[config.mk]
export PLATFORM = sky130hd
export DESIGN_NAME = can_rejoin_ctrl
export DESIGN_NICKNAME = d
export VERILOG_FILES = /design/src/rtl/canrj_pkg.sv /design/src/rtl/canrj_req_latch.sv /design/src/rtl/canrj_run_counter.sv /design/src/rtl/canrj_gate.sv /design/src/rtl/can_rejoin_ctrl.sv
export SDC_FILE = /design/constraint.sdc
export NUM_CORES = 1
export LEC_CHECK = 0
export ABC_AREA = 1
export BUFFER_PORTS_ARGS = -buffer_cell sky130_fd_sc_hd__buf_2
export CORE_ASPECT_RATIO = 0.8
export CORE_MARGIN = 8
export CORE_UTILIZATION = 49
export CTS_BUF_LIST = sky130_fd_sc_hd__clkbuf_4 sky130_fd_sc_hd__clkbuf_8 sky130_fd_sc_hd__clkbuf_16
export CTS_CLUSTER_DIAMETER = 60
export DETAILED_ROUTE_END_ITERATION = 8
export GPL_TIMING_DRIVEN = 1
export PLACE_DENSITY = 0.76
export SYNTH_ARGS = -nofsm -noshare
export SYNTH_HDL_FRONTEND = slang
export SYNTH_SLANG_ARGS = --single-unit
[constraint.sdc]
create_clock -name clk -period 1.6 [get_ports clk]
set_input_delay 0.32 -clock clk [delete_from_list [all_inputs] [get_ports clk]]
set_output_delay 0.32 -clock clk [all_outputs]
set_load 0.01 [all_outputs]
[src/rtl/canrj_pkg.sv]
// Shared types for the CAN rejoin controller.
// Assumes nothing beyond IEEE 1800-2017 packages.
package canrj_pkg;
    typedef enum logic {
        CAUSE_HOST   = 1'b0,   // chip reset or CPU request
        CAUSE_BUSOFF = 1'b1    // engine reached bus-off
    } rj_cause_e;
endpackage

[src/rtl/canrj_req_latch.sv]
// Reset request latch: sets on chip reset, bus-off rise or CPU write of 1;
// clears only on a CPU write of 0. Records the cause and emits an abort
// pulse on every 0->1 change of the request.
// Assumes bus_off is synchronous to clk.
module canrj_req_latch
    import canrj_pkg::*;
(
    input  logic      clk,
    input  logic      rst_n,
    input  logic      cpu_wr,
    input  logic      cpu_wdata,
    input  logic      bus_off,
    output logic      req,
    output rj_cause_e cause,
    output logic      abort
);
    logic bus_off_q;
    logic req_prev;
    logic boff_rise;

    assign boff_rise = bus_off & ~bus_off_q;

    // Request bit and cause: bus-off edge outranks any CPU write.
    always_ff @(posedge clk) begin
        if (!rst_n) begin
            req   <= 1'b1;
            cause <= CAUSE_HOST;
        end else if (boff_rise) begin
            req   <= 1'b1;
            cause <= CAUSE_BUSOFF;
        end else if (cpu_wr) begin
            req <= cpu_wdata;
            if (cpu_wdata && !req) begin
                cause <= CAUSE_HOST;
            end
        end
    end

    // Edge history for bus-off detection and abort generation.
    always_ff @(posedge clk) begin
        if (!rst_n) begin
            bus_off_q <= 1'b0;
            req_prev  <= 1'b1;
        end else begin
            bus_off_q <= bus_off;
            req_prev  <= req;
        end
    end

    assign abort = req & ~req_prev;
endmodule

[src/rtl/canrj_run_counter.sv]
// Bus integration counter: counts runs of RUN_LEN recessive samples after
// the request clears. One run suffices for a host cause; BOFF_RUNS runs are
// needed after bus-off, which also yields an error-counter restart strobe.
// Assumes bit_tick marks one sample point per bit.
module canrj_run_counter
    import canrj_pkg::*;
#(
    parameter int RUN_LEN   = 11,
    parameter int BOFF_RUNS = 128
) (
    input  logic      clk,
    input  logic      rst_n,
    input  logic      req,
    input  rj_cause_e cause,
    input  logic      bit_tick,
    input  logic      rx_bit,
    output logic      synced,
    output logic      errcnt_clr
);
    localparam int RUN_W = (RUN_LEN > 1) ? $clog2(RUN_LEN) : 1;
    localparam int OCC_W = (BOFF_RUNS > 1) ? $clog2(BOFF_RUNS) : 1;
    localparam logic [RUN_W-1:0] RUN_LAST = RUN_W'(RUN_LEN - 1);
    localparam logic [OCC_W-1:0] OCC_LAST = OCC_W'(BOFF_RUNS - 1);

    logic [RUN_W-1:0] run_cnt;
    logic [OCC_W-1:0] occ_cnt;
    logic             run_done;

    assign run_done = bit_tick & rx_bit & (run_cnt == RUN_LAST);

    // Run and occurrence counting, sync flag and restart strobe.
    always_ff @(posedge clk) begin
        if (!rst_n || req) begin
            run_cnt    <= '0;
            occ_cnt    <= '0;
            synced     <= 1'b0;
            errcnt_clr <= 1'b0;
        end else begin
            errcnt_clr <= 1'b0;
            if (!synced && bit_tick) begin
                if (!rx_bit) begin
                    run_cnt <= '0;
                end else if (run_done) begin
                    run_cnt <= '0;
                    if (cause == CAUSE_HOST) begin
                        synced <= 1'b1;
                    end else if (occ_cnt == OCC_LAST) begin
                        synced     <= 1'b1;
                        occ_cnt    <= '0;
                        errcnt_clr <= 1'b1;
                    end else begin
                        occ_cnt <= occ_cnt + 1'b1;
                    end
                end else begin
                    run_cnt <= run_cnt + 1'b1;
                end
            end
        end
    end
endmodule

[src/rtl/canrj_gate.sv]
// Access and interrupt gating: per-register config write enables open only
// while the request is set; wake-up, receive and transmit pulses are
// qualified and registered.
// Assumes rx_ok, tx_done and sleep_req are single-cycle pulses.
module canrj_gate #(
    parameter int CFG_NUM = 5,
    parameter int SEL_W   = 3
) (
    input  logic               clk,
    input  logic               rst_n,
    input  logic               req,
    input  logic               synced,
    input  logic               cfg_wr,
    input  logic [SEL_W-1:0]   cfg_sel,
    input  logic               sleep_req,
    input  logic               rx_ok,
    input  logic               rx_ie,
    input  logic               tx_done,
    input  logic               tx_ie,
    output logic [CFG_NUM-1:0] cfg_we,
    output logic               wake,
    output logic               irq_rx,
    output logic               irq_tx
);
    // One decoded write enable per configuration register.
    for (genvar g = 0; g < CFG_NUM; g++) begin : g_cfg
        assign cfg_we[g] = cfg_wr & req & (cfg_sel == SEL_W'(g));
    end

    // Registered wake-up and interrupt pulses.
    always_ff @(posedge clk) begin
        if (!rst_n) begin
            wake   <= 1'b0;
            irq_rx <= 1'b0;
            irq_tx <= 1'b0;
        end else begin
            wake   <= sleep_req & ~req & ~synced;
            irq_rx <= rx_ok & rx_ie;
            irq_tx <= tx_done & tx_ie;
        end
    end
endmodule

[src/rtl/can_rejoin_ctrl.sv]
// Top of the CAN reset and bus rejoin controller. Holds the protocol engine
// idle while a reset request is pending, then releases it once the bus has
// been recessive long enough for the recorded reset cause.
// Assumes all inputs are synchronous to clk.
module can_rejoin_ctrl
    import canrj_pkg::*;
#(
    parameter int RUN_LEN   = 11,
    parameter int BOFF_RUNS = 128,
    parameter int CFG_NUM   = 5,
    parameter int SEL_W     = 3
) (
    input  logic               clk,
    input  logic               rst_n,
    input  logic               cpu_wr,
    input  logic               cpu_wdata,
    input  logic               bus_off,
    input  logic               bit_tick,
    input  logic               rx_bit,
    input  logic               sleep_req,
    input  logic               cfg_wr,
    input  logic [SEL_W-1:0]   cfg_sel,
    input  logic               rx_ok,
    input  logic               rx_ie,
    input  logic               tx_done,
    input  logic               tx_ie,
    output logic               req,
    output logic               abort,
    output logic               synced,
    output logic               run_en,
    output logic               errcnt_clr,
    output logic               wake,
    output logic [CFG_NUM-1:0] cfg_we,
    output logic               irq_rx,
    output logic               irq_tx
);
    rj_cause_e cause;

    canrj_req_latch i_req (
        .clk       (clk),
        .rst_n     (rst_n),
        .cpu_wr    (cpu_wr),
        .cpu_wdata (cpu_wdata),
        .bus_off   (bus_off),
        .req       (req),
        .cause     (cause),
        .abort     (abort)
    );

    canrj_run_counter #(
        .RUN_LEN   (RUN_LEN),
        .BOFF_RUNS (BOFF_RUNS)
    ) i_run (
        .clk        (clk),
        .rst_n      (rst_n),
        .req        (req),
        .cause      (cause),
        .bit_tick   (bit_tick),
        .rx_bit     (rx_bit),
        .synced     (synced),
        .errcnt_clr (errcnt_clr)
    );

    canrj_gate #(
        .CFG_NUM (CFG_NUM),
        .SEL_W   (SEL_W)
    ) i_gate (
        .clk       (clk),
        .rst_n     (rst_n),
        .req       (req),
        .synced    (synced),
        .cfg_wr    (cfg_wr),
        .cfg_sel   (cfg_sel),
        .sleep_req (sleep_req),
        .rx_ok     (rx_ok),
        .rx_ie     (rx_ie),
        .tx_done   (tx_done),
        .tx_ie     (tx_ie),
        .cfg_we    (cfg_we),
        .wake      (wake),
        .irq_rx    (irq_rx),
        .irq_tx    (irq_tx)
    );

    // The engine runs only when synchronized and not held in reset.
    assign run_en = synced & ~req;
endmodule

* Word-level counts from Yosys, hierarchy flattened
Index checks and enable logic that the tools add are counted.
Word-level totals: register bits after elaboration 20, latch bits 0, bits in writable memories 0, memory bits (read-only) 0, bits of input ports 16, output and inout port bits 13, word-level logic and storage cells 67, memories kept 0
Cells by class: $add $sub $neg 2, $mul 0, div/mod/pow operators 0, $lt $le $gt $ge 0, equality and inequality tests 7, shifts and indexed selects 0, mux-type cells 9, bitwise operators 24, reduce and logical (&&, ||, !) cells 14
Operators with widths (count):
- $and 1x1->1 | 15
- $not 1->1 | 9
- $mux 4 | 2
- $reduce_and 4->1 | 2
- $add 7x1->7 const B | 1
- $eq 7x7->1 const B | 1
- $mux 7 | 1
- $eq 3x2->1 const B | 2
- $mux 1 | 6
- $reduce_or 5->1 | 1
- $add 4x1->4 const B | 1
- $eq 4x4->1 const B | 1
- $reduce_bool 2->1 | 2
- $eq 3x1->1 const B | 1
- $eq 3x3->1 const B | 1
- $logic_not 1->1 | 3
- $logic_not 3->1 | 1
- $logic_and 1x1->1 | 2
- $ne 2x1->1 const B | 1
- $reduce_and 2->1 | 1
- $reduce_or 2->1 | 1
- $logic_or 1x1->1 | 1

* Longest topological paths before layout
Gate-level depths: netlist of the first run.
depth after elaboration 5, depth in mapped cells 9, depth with buffers taken out 9

* By module
From an unflattened synthesis of the first run, not the netlist that was laid out.
Unflattened totals: cell total of the unflattened synthesis 139, area, all modules 998.5 sq um
By module, submodules not included:
- canrj_run_counter | instances 1, cells each 95, area an instance 705.7 sq um, seq. area each 260.2 sq um
- canrj_gate | instances 1, cells each 25, area an instance 146.4 sq um, seq. area each 60.1 sq um
- canrj_req_latch | instances 1, cells each 17, area an instance 136.4 sq um, seq. area each 80.1 sq um
- can_rejoin_ctrl | instances 1, cells each 2, area an instance 10.0 sq um, seq. area each 0.0 sq um

* Worst setup path before layout of the first run
No wires, ideal clock.
path kind register -> output, from register i_req.req, to output cfg_we[1], arrival time 0.935 ns, required time 1.280 ns, path slack 0.345 ns, cell stages (with the launch flop) 3, buffers on the path 0, cell sequence dfxtp_1 nand3_1 nor3_1
On the way: cells in the longest elaborated chain, start to end 2
Ends and longest elaborated chain:
- start: declaration | line canrj_req_latch.sv:13 | output logic req,
- start signal: assignment | line canrj_req_latch.sv:32 | req <= cpu_wdata;
- $and 1x1->1 (2 in a row) | line canrj_gate.sv:27 | assign cfg_we[g] = cfg_wr & req & (cfg_sel == SEL_W'(g));
- end: declaration | line can_rejoin_ctrl.sv:33 | output logic [CFG_NUM-1:0] cfg_we,
No other way between the ends.

* Worst setup path in the final report of the first run
from register i_req.req, to output cfg_we[2]
Same word-level chain as after synthesis.

==> results.ini, run 1 <==
[global_route]
grt_pass1_wl_mm = 3.601
met1_usage_pct = 12.24
grt_pass1_vias = 871
overflow = 0
grt_max_degree = 12
antenna_found_initial = 0
grt.met2_usage_pct = 20.97
grt_use_met3_pct = 5.835
top_usage_layer = met2
track_usage_pct = 12.31

[sta]
max-slew-margin-rel_pct = 81.28
timing.final.setup_violations = 0
whs_ps = 204.4
rsz0062_at_grt = false
fin_skew_ps = 5.600
finalCritPeriodShare_pct = 93.36
slew_violations = 0
hold_viol_final = 0
tightest_slew_ps = 280.4
fin_crit_ps = 1494
fmax_ghz = 0.6694
setup_tns_ps = 0

[flow_run]
drv_cap = 0

[pwr]
vdd_drop_max_mv = 0.7518
leakage_nw = 0.5212
p_per_area_nw_per_um2 = 747.8
p_total_uw = 881.4

[logic_synthesis]
synth_simple_gate_area_share_pct = 36.43
synthAdderAreaFrac_pct = 3.876
synth.ff_latch_count = 20
synth_xor_area_share_pct = 2.713
synth_compound_area_share_pct = 8.656
avgSynthCellArea_um2 = 7.174
yosysSeqAreaShare_pct = 41.34
yosys_warnings = 0
syn_nets = 154
synthCells = 135
synth_top_family_by_area = simple AND/OR/NAND/NOR gates
synth_mux_area_share_pct = 0
synth_area_um2 = 968.4
synth_cell_type_count = 17

[drt]
drtAntennaViolNets = 0
vias = 927
viasPerCell = 4.853
wirelength_mm = 2.147
firstDrtPassIters = 4
drc = 0
routedWlPerCell_um = 11.24
drtIter0Drc = 16

[final_layout]
antenna_cells = 0
layout-drive-gt1-share_pct = 26.95
layout.nets = 187
top_regs = i_run.occ_cnt: 7 flops, i_run.run_cnt: 4 flops
area_delta_synth_final_pct = 21.71
largest_register_ff_count = 7
top_register = i_run.occ_cnt
n_fill_cell = 183

[critical_path]
crit_type = flip-flop to output pin
worstPathMaxFanout = 7
path_cells = nand3_1 -> nor3_1 -> buf_2
cpMaxStageDelayCell = dfxtp_4
critical_path.max_stage_delay_ps = 400
worst-path-buf-inv = 1
crit_family = flip-flops
worstPathRequired_ps = 1280
worstSetupStartpointType = flip-flop
critPathCaptureType = output pin
arrival_ps = 1170

[die]
pin_count = 29
core_area_um2 = 1874
rows = 14
die_area_um2 = 3664
die_x_um = 65.71
fp.dieH_um = 55.76
initial_core_util_pct = 51.67

[place]
routabilityCongestion = 0.8147
io_buffers = 28
dpl.hpwl_mm = 1.731

[clock_tree]
clkLatencyLatePin_ps = 300
cts_root_buffer = clkbuf_4
clk_pin_slew_worst_paths_ps = 110
cts_setup_buffers = 0
cts_tree = done
cts_num_sinks = 20
clock_path_buffers = 2
htreeDepth = 1
cts_buffers = 3
hold_buffers = 0

[worst_hold_path]
min_path_type = input pin to flip-flop

[status]
status = finished clean

## layout by cell type (no fill, tap or decap), drive strengths merged
cell type | netlist | final
nor2 | 32 | 32
buf | 0 | 28
nand2 | 28 | 28
dfxtp | 20 | 20
inv | 18 | 18
nand3 | 12 | 12
a21oi | 7 | 7
o21ai | 5 | 5
nor3 | 4 | 4
clkbuf | 0 | 4
xor2 | 3 | 3
ha | 3 | 3
o21bai | 2 | 2
o2111ai | 1 | 1
## where the power goes
group / leakage, nW / internal (mW) / switching (mW) / total [mW]
Sequential: 0.162 / 0.505 / 0.00532 / 0.511
Combinational: 0.338 / 0.0311 / 0.0456 / 0.0767
Clock: 0.0210 / 0.139 / 0.155 / 0.294
Total: 0.521 / 0.676 / 0.206 / 0.881
## what timing repair did
item / in CTS / in global routing
pin swaps: 0 / 0
setup endpoints to repair: 3 / 2
gates resized for setup: 1 / 1
## metrics by stage
| step | utilization [%] | cell area (um2) | cells | worst slack, ps |
|---|---|---|---|---|
| 2_1_floorplan | - | 968.4 | 135 | 344.6 |
| 4_1_cts | 62.75 | 1176 | 191 | 51.05 |
| 5_1_grt | 62.88 | 1179 | 191 | 7.358 |
| 6_report | 62.88 | 1179 | 191 | 106.2 |
| 3_5_place_dp | 60.75 | 1139 | 187 | 277.2 |
| 3_3_place_gp | 60.75 | 1139 | 187 | 320.3 |
## final timing paths
path                     from               end  slack (ps)  cells after the start
max                 i_req.req         cfg_we[2]         110                      3
min                   bus_off   i_req.bus_off_q         200                      3
min reg2reg       i_req.cause       i_req.cause         490                      2
max reg2reg  i_run.run_cnt[0]  i_run.occ_cnt[6]         260                      9
## cells in the mapped netlist, drive strengths merged
master,instances,area share [%]
xor2,3,2.7
ha,3,3.9
nand2,28,11
inv,18,7.0
nand3,12,7.5
o2111ai,1,0.90
o21ai,5,2.6
nor2,32,16
dfxtp,20,41
nor3,4,2.1
a21oi,7,3.6
o21bai,2,1.5
## per-layer routing
| metal | vias up | part of all wire [%] |
|---|---|---|
| met4 | 0 | 1.6 |
| met1 | 406 | 42 |
| li1 | 489 | - |
| met3 | 4 | 6.0 |
| met2 | 28 | 51 |
| met5 | - | 0 |
## worst min-delay path: stages
cell,delay [ps]
buf_2,90
nand2_1,40
inv_1,40
## final cells by class
| cell class | count | area (um2) | area share, % |
|---|---|---|---|
| Multi-Input combinational cell | 97 | 500.5 | 42.46 |
| Inverter | 18 | 67.56 | 5.732 |
| Clock buffer | 4 | 36.28 | 3.079 |
| Timing Repair Buffer | 28 | 140.1 | 11.89 |
| Tap cell | 24 | 30.03 | 2.548 |
| Sequential cell | 20 | 404.1 | 34.29 |
## cell families after synthesis
group,count (synthesis)
compound gates,15
xor+xnor,3
fa+ha+maj,3
flops,20
buf+inv,18
simple gates,76
No activity file was read; power rests on OpenSTA's default activity.
==> run 2, diff against run 1 <==
--- a/config.mk
+++ b/config.mk
@@ -9,12 +9,14 @@
 export BUFFER_PORTS_ARGS = -buffer_cell sky130_fd_sc_hd__buf_2
 export CORE_ASPECT_RATIO = 0.8
 export CORE_MARGIN = 8
-export CORE_UTILIZATION = 49
+export CORE_UTILIZATION = 53
 export CTS_BUF_LIST = sky130_fd_sc_hd__clkbuf_4 sky130_fd_sc_hd__clkbuf_8 sky130_fd_sc_hd__clkbuf_16
 export CTS_CLUSTER_DIAMETER = 60
+export CTS_CLUSTER_SIZE = 14
 export DETAILED_ROUTE_END_ITERATION = 8
 export GPL_TIMING_DRIVEN = 1
-export PLACE_DENSITY = 0.76
+export HOLD_SLACK_MARGIN = 0.05
+export PLACE_DENSITY = 0.82
 export SYNTH_ARGS = -nofsm -noshare
 export SYNTH_HDL_FRONTEND = slang
 export SYNTH_SLANG_ARGS = --single-unit
==> constraint.sdc (replaced) <==
create_clock -name clk -period 1.73 [get_ports clk]
set_input_delay 0.346 -clock clk [delete_from_list [all_inputs] [get_ports clk]]
set_output_delay 0.346 -clock clk [all_outputs]
set_load 0.01 [all_outputs]
==> run 2 against run 1 <==
Against the previous run: core utilization up 8.1 points; via count down 0.43%; sequential share of layout area down 0.53 points; first-iteration DRC count up 19%; register-to-register slack better by 140 ps; sequential power down 7.4%.
==> results.ini, run 2 (same netlist as run 1, synthesis figures left out) <==
[sta]
rsz0062_at_grt = false
tightest_slew_ps = 277.6
slew_violations = 0
finalCritPeriodShare_pct = 88.22
max-slew-margin-rel_pct = 81.47
timing.final.setup_violations = 0
setup_tns_ps = 0
fmax_ghz = 0.6552
hold_viol_final = 0
fin_skew_ps = 2.344
fin_crit_ps = 1526

[worst_hold_path]
min_path_type = input pin to flip-flop
min_path_cells = 3
whs_endpoint = i_req.bus_off_q
hold_start = bus_off

[drt]
vias = 923
drc = 0
viasPerCell = 4.884
wirelength_mm = 2.108
firstDrtPassIters = 4
drtAntennaViolNets = 0
drtIter0Drc = 19
routedWlPerCell_um = 11.15

[critical_path]
arrival_ps = 1180
crit_path_start = i_req.req
reg2reg_to = i_run.synced
critPathCaptureType = output pin
cpMaxStageDelayCell = dfxtp_2
worstPathMaxFanout = 7
path_cells = nand3_1 -> nor3_1 -> buf_2
worstPathRequired_ps = 1380
r2r_setup_slack_ps = 400
crit_family = flip-flops
reg2reg_from = i_run.occ_cnt[0]
crit_type = flip-flop to output pin
worst-path-buf-inv = 1
critical_path.max_stage_delay_ps = 420
reg2reg_depth = 5
worstSetupStartpointType = flip-flop

[clock_tree]
hold_buffers = 0
htreeDepth = 1
cts_num_sinks = 20
cts_tree = done
clock_path_buffers = 2
cts_root_buffer = clkbuf_4
clkLatencyLatePin_ps = 300
cts_buffers = 3
clk_pin_slew_worst_paths_ps = 120

[die]
rows = 13
core_area_um2 = 1675
die_x_um = 63.79
fp.dieH_um = 54.24
pin_count = 29
initial_core_util_pct = 57.80
die_area_um2 = 3460

[final_layout]
largest_register_ff_count = 7
antenna_cells = 0
mostFrequentLayoutCell = buf_2
area_delta_synth_final_pct = 22.87
final_cell_mix = buf_2, nand2_1, nor2_1, dfxtp_1, inv_1
layout.nets = 187
top_regs = i_run.occ_cnt: 7 flops, i_run.run_cnt: 4 flops
layout-drive-gt1-share_pct = 26.95
fin_area_um2 = 1190
top_register = i_run.occ_cnt

[pwr]
swShare_pct = 21.27
power_frac_seq_pct = 51.0
power_frac_comb_pct = 7.7
p_per_area_nw_per_um2 = 780.7
leakage_nw = 0.5277
p_int_uw = 731.4
pwr-share-clk_pct = 41.4
p_switching_uw = 197.6
vdd_drop_max_mv = 0.6522

[global_route]
grt_pass1_wl_mm = 3.450
grt_max_degree = 13
antenna_found_initial = 0
track_usage_pct = 12.75
grt_pass1_vias = 869
overflow = 0

[status]
status = finished clean

[place]
dpl.hpwl_mm = 1.692
routabilityCongestion = 0.8353
io_buffers = 28
placedInstanceArea_um2 = 1136

[flow_run]
drv_cap = 0

run 2: changes by cell type in the layout (fill, tap and decap cells not counted):
cell | before | now
bufinv_16 | 0 | 1
clkbuf_8 | 1 | 0
dfxtp_2 | 0 | 1
dfxtp_4 | 1 | 0
run 2: final cells by class:
cell class	instances	area [um2]
repair buffers	28	140.1
flip-flops and latches	20	401.6
clock buffers	3	22.52
clock inverters	1	30.03
multi-input cells	97	500.5
inverters	18	67.56
fillers	140	485.5
well taps	22	27.53
run 2: how the worst max path moves through the flow:
stage	to	slack (ps)	depth (start not counted)
detailed placement	i_run.occ_cnt[6]	410	9
finish	cfg_we[3]	200	3
CTS	cfg_we[2]	90	3
global route	cfg_we[1]	70	3
floorplan	cfg_we[1]	450	2
global placement	i_run.occ_cnt[6]	460	9
run 2: repair_timing:
action | 4_1_cts | 5_1_grt
setup endpoints to repair | 0 | 1
resized for setup | 0 | 1
buffers inserted | 0 | 0
run 2: worst min-delay path, cell delays in order:
cell and delay [ps]:
buf_2 90, nand2_1 40, inv_1 40
run 2: stage by stage:
step / power (mW) / hold slack (ps) / instances / setup slack, ps / utilization [%]
2_1_floorplan: 0.5201 / 439.5 / 135 / 448.6 / -
3_3_place_gp: 0.5515 / 470.0 / 185 / 456.3 / 67.81
3_5_place_dp: 0.5551 / 473.7 / 185 / 409.5 / 67.81
4_1_cts: 0.9361 / 218.7 / 189 / 88.63 / 70.95
5_1_grt: 0.9613 / 224.7 / 189 / 71.07 / 71.02
6_report: 0.9290 / 225.8 / 189 / 203.8 / 71.02
run 2: power by group through the flow:
stage	registers [mW]	clock network (mW)	logic (mW)
floorplan	0.484	0	0.0357
global placement	0.483	0	0.0683
detailed placement	0.484	0	0.0716
CTS	0.473	0.391	0.0717
global route	0.474	0.407	0.0794
finish	0.473	0.384	0.0711
run 2: per-layer routing:
layer,GRT usage (%),wire length [um],up-vias
li1,-,-,488
met1,11.45,861,405
met4,5.904,40,0
met5,0,0,-
met2,24.13,1047,26
met3,6.721,159,4
==> run 3, diff against run 2 <==
--- a/config.mk
+++ b/config.mk
@@ -7,14 +7,12 @@
 export LEC_CHECK = 0
 export ABC_AREA = 1
 export BUFFER_PORTS_ARGS = -buffer_cell sky130_fd_sc_hd__buf_2
-export CORE_ASPECT_RATIO = 0.8
 export CORE_MARGIN = 8
 export CORE_UTILIZATION = 53
 export CTS_BUF_LIST = sky130_fd_sc_hd__clkbuf_4 sky130_fd_sc_hd__clkbuf_8 sky130_fd_sc_hd__clkbuf_16
 export CTS_CLUSTER_DIAMETER = 60
 export CTS_CLUSTER_SIZE = 14
 export DETAILED_ROUTE_END_ITERATION = 8
-export GPL_TIMING_DRIVEN = 1
 export HOLD_SLACK_MARGIN = 0.05
 export PLACE_DENSITY = 0.82
 export SYNTH_ARGS = -nofsm -noshare
==> run 3 against run 2 <==
Against the previous run: global-route usage increased by 0.79 points; cell count increased by 1.6%; first-iteration DRC count increased by 21%; core utilization decreased by 1.9 points; sequential share of layout area decreased by 0.11 points; sequential power about the same; wire length decreased by 1.9%; fmax decreased by 2.3%; highest routed layer unchanged; largest power group unchanged; total power increased by 0.16%; worst hold slack got worse by 2.7 ps; sequential cell count unchanged; clock-buffer cell count unchanged.
==> results.ini, run 3 (same netlist as run 1, synthesis figures left out) <==
[sta]
hold_viol_final = 0
tightest_slew_ps = 294.9
setup_tns_ps = 0
fin_skew_ps = 1.913
timing.final.setup_violations = 0
fmax_ghz = 0.6400
slew_violations = 0
rsz0062_at_grt = false
whs_ps = 223.1
max-slew-margin-rel_pct = 80.32
finalCritPeriodShare_pct = 90.32
fin_crit_ps = 1563

[critical_path]
path_cells = nand3_1 -> nor3_1 -> buf_2
crit_type = flip-flop to output pin
arrival_ps = 1220
worstPathMaxFanout = 7
critical_path.max_stage_delay_ps = 420
critPathCaptureType = output pin
worst-path-buf-inv = 1
cpMaxStageDelayCell = dfxtp_2
crit_family = flip-flops
worstSetupStartpointType = flip-flop
worstPathRequired_ps = 1380

[die]
rows = 15
pin_count = 29
initial_core_util_pct = 56.09
core_area_um2 = 1727
die_x_um = 58.75
fp.dieH_um = 58.75
die_area_um2 = 3451

[clock_tree]
cts_setup_buffers = 0
cts_num_sinks = 20
clock_path_buffers = 2
cts_tree = done
htreeDepth = 1
clkLatencyLatePin_ps = 310
cts_buffers = 3
clk_pin_slew_worst_paths_ps = 110
hold_buffers = 0
cts_root_buffer = clkbuf_4
cts_resized = 0

[place]
routabilityCongestion = 0.9089
dp_cells = 188
dpl.hpwl_mm = 1.639
io_buffers = 28

[final_layout]
final_cell_mix = buf_2, nand2_1, nor2_1, dfxtp_1, inv_1
antenna_cells = 0
stdcell_count = 192
top_register = i_run.occ_cnt
top_regs = i_run.occ_cnt: 7 flops, i_run.run_cnt: 4 flops
largest_register_ff_count = 7
area_delta_synth_final_pct = 23.26
layout-drive-gt1-share_pct = 26.95
fin_util_pct = 69.13
layout.nets = 187
mostFrequentLayoutCell = buf_2

[global_route]
track_usage_pct = 13.54
grt_max_degree = 13
grt_pass1_vias = 917
overflow = 0
grt_pass1_wl_mm = 3.567
antenna_found_initial = 0

[drt]
drc = 0
vias = 920
routedWlPerCell_um = 10.77
firstDrtPassIters = 4
drtAntennaViolNets = 0
wirelength_mm = 2.068
drtIter0Drc = 23
viasPerCell = 4.792

[pwr]
p_total_uw = 930.5
p_per_area_nw_per_um2 = 779.5
vdd_drop_max_mv = 0.4859
leakage_nw = 0.5277

[worst_hold_path]
min_path_type = input pin to flip-flop

[flow_run]
drv_cap = 0

[status]
status = finished clean

==> run 3: cell counts in the layout (fill, tap and decap cells not counted) <==
Identical to the previous run, type by type.
==> run 3: worst paths after layout <==
path                    startpoint          endpoint  slack, ps  depth (start not counted)
hold reg to reg        i_req.cause       i_req.cause        490                          2
setup reg to reg  i_run.run_cnt[0]  i_run.occ_cnt[6]        400                          9
hold / removal             bus_off   i_req.bus_off_q        220                          3
setup / recovery         i_req.req         cfg_we[3]        170                          3
==> run 3: report_power, final <==
| group | internal [mW] | switching [mW] |
|---|---|---|
| Clock | 0.235 | 0.152 |
| Sequential | 0.468 | 0.00489 |
| Combinational | 0.0288 | 0.0418 |
==> run 3: worst register-to-register path, delay by kind of cell, from the launching register on <==
family | cells | cell delay [ps]
adder cells (fa/ha/maj) | 1 | 170
flip-flops | 1 | 340
buffers and inverters | 1 | 90
AND/OR/NAND/NOR | 7 | 640
==> run 3: metal layers <==
metal	wire (um)	share of wire, %	GRT usage (%)	vias to the layer above
li1	-	-	-	489
met2	994	48	21.96	24
met4	48	2.3	8.874	0
met1	890	43	13.61	402
met5	0	0	0	-
met3	133	6.4	6.304	5
==> run 3: through the flow <==
| step | instance area (um2) | setup slack, ps |
|---|---|---|
| after global placement | 1140 | 456.1 |
| after global routing | 1194 | 44.11 |
| after CTS | 1192 | 29.25 |
| after detailed placement | 1140 | 399.9 |
| final | 1194 | 167.5 |
| after floorplan | 968.4 | 448.6 |
==> run 3: final cells by class <==
cell class,instances,area [um2]
clock buffer,3,22.52
clock inverter,1,30.03
fill,149,533.0
inverter,18,67.56
multi-input combinational,97,500.5
sequential,20,401.6
tap,25,31.28
timing repair buffer,28,140.1
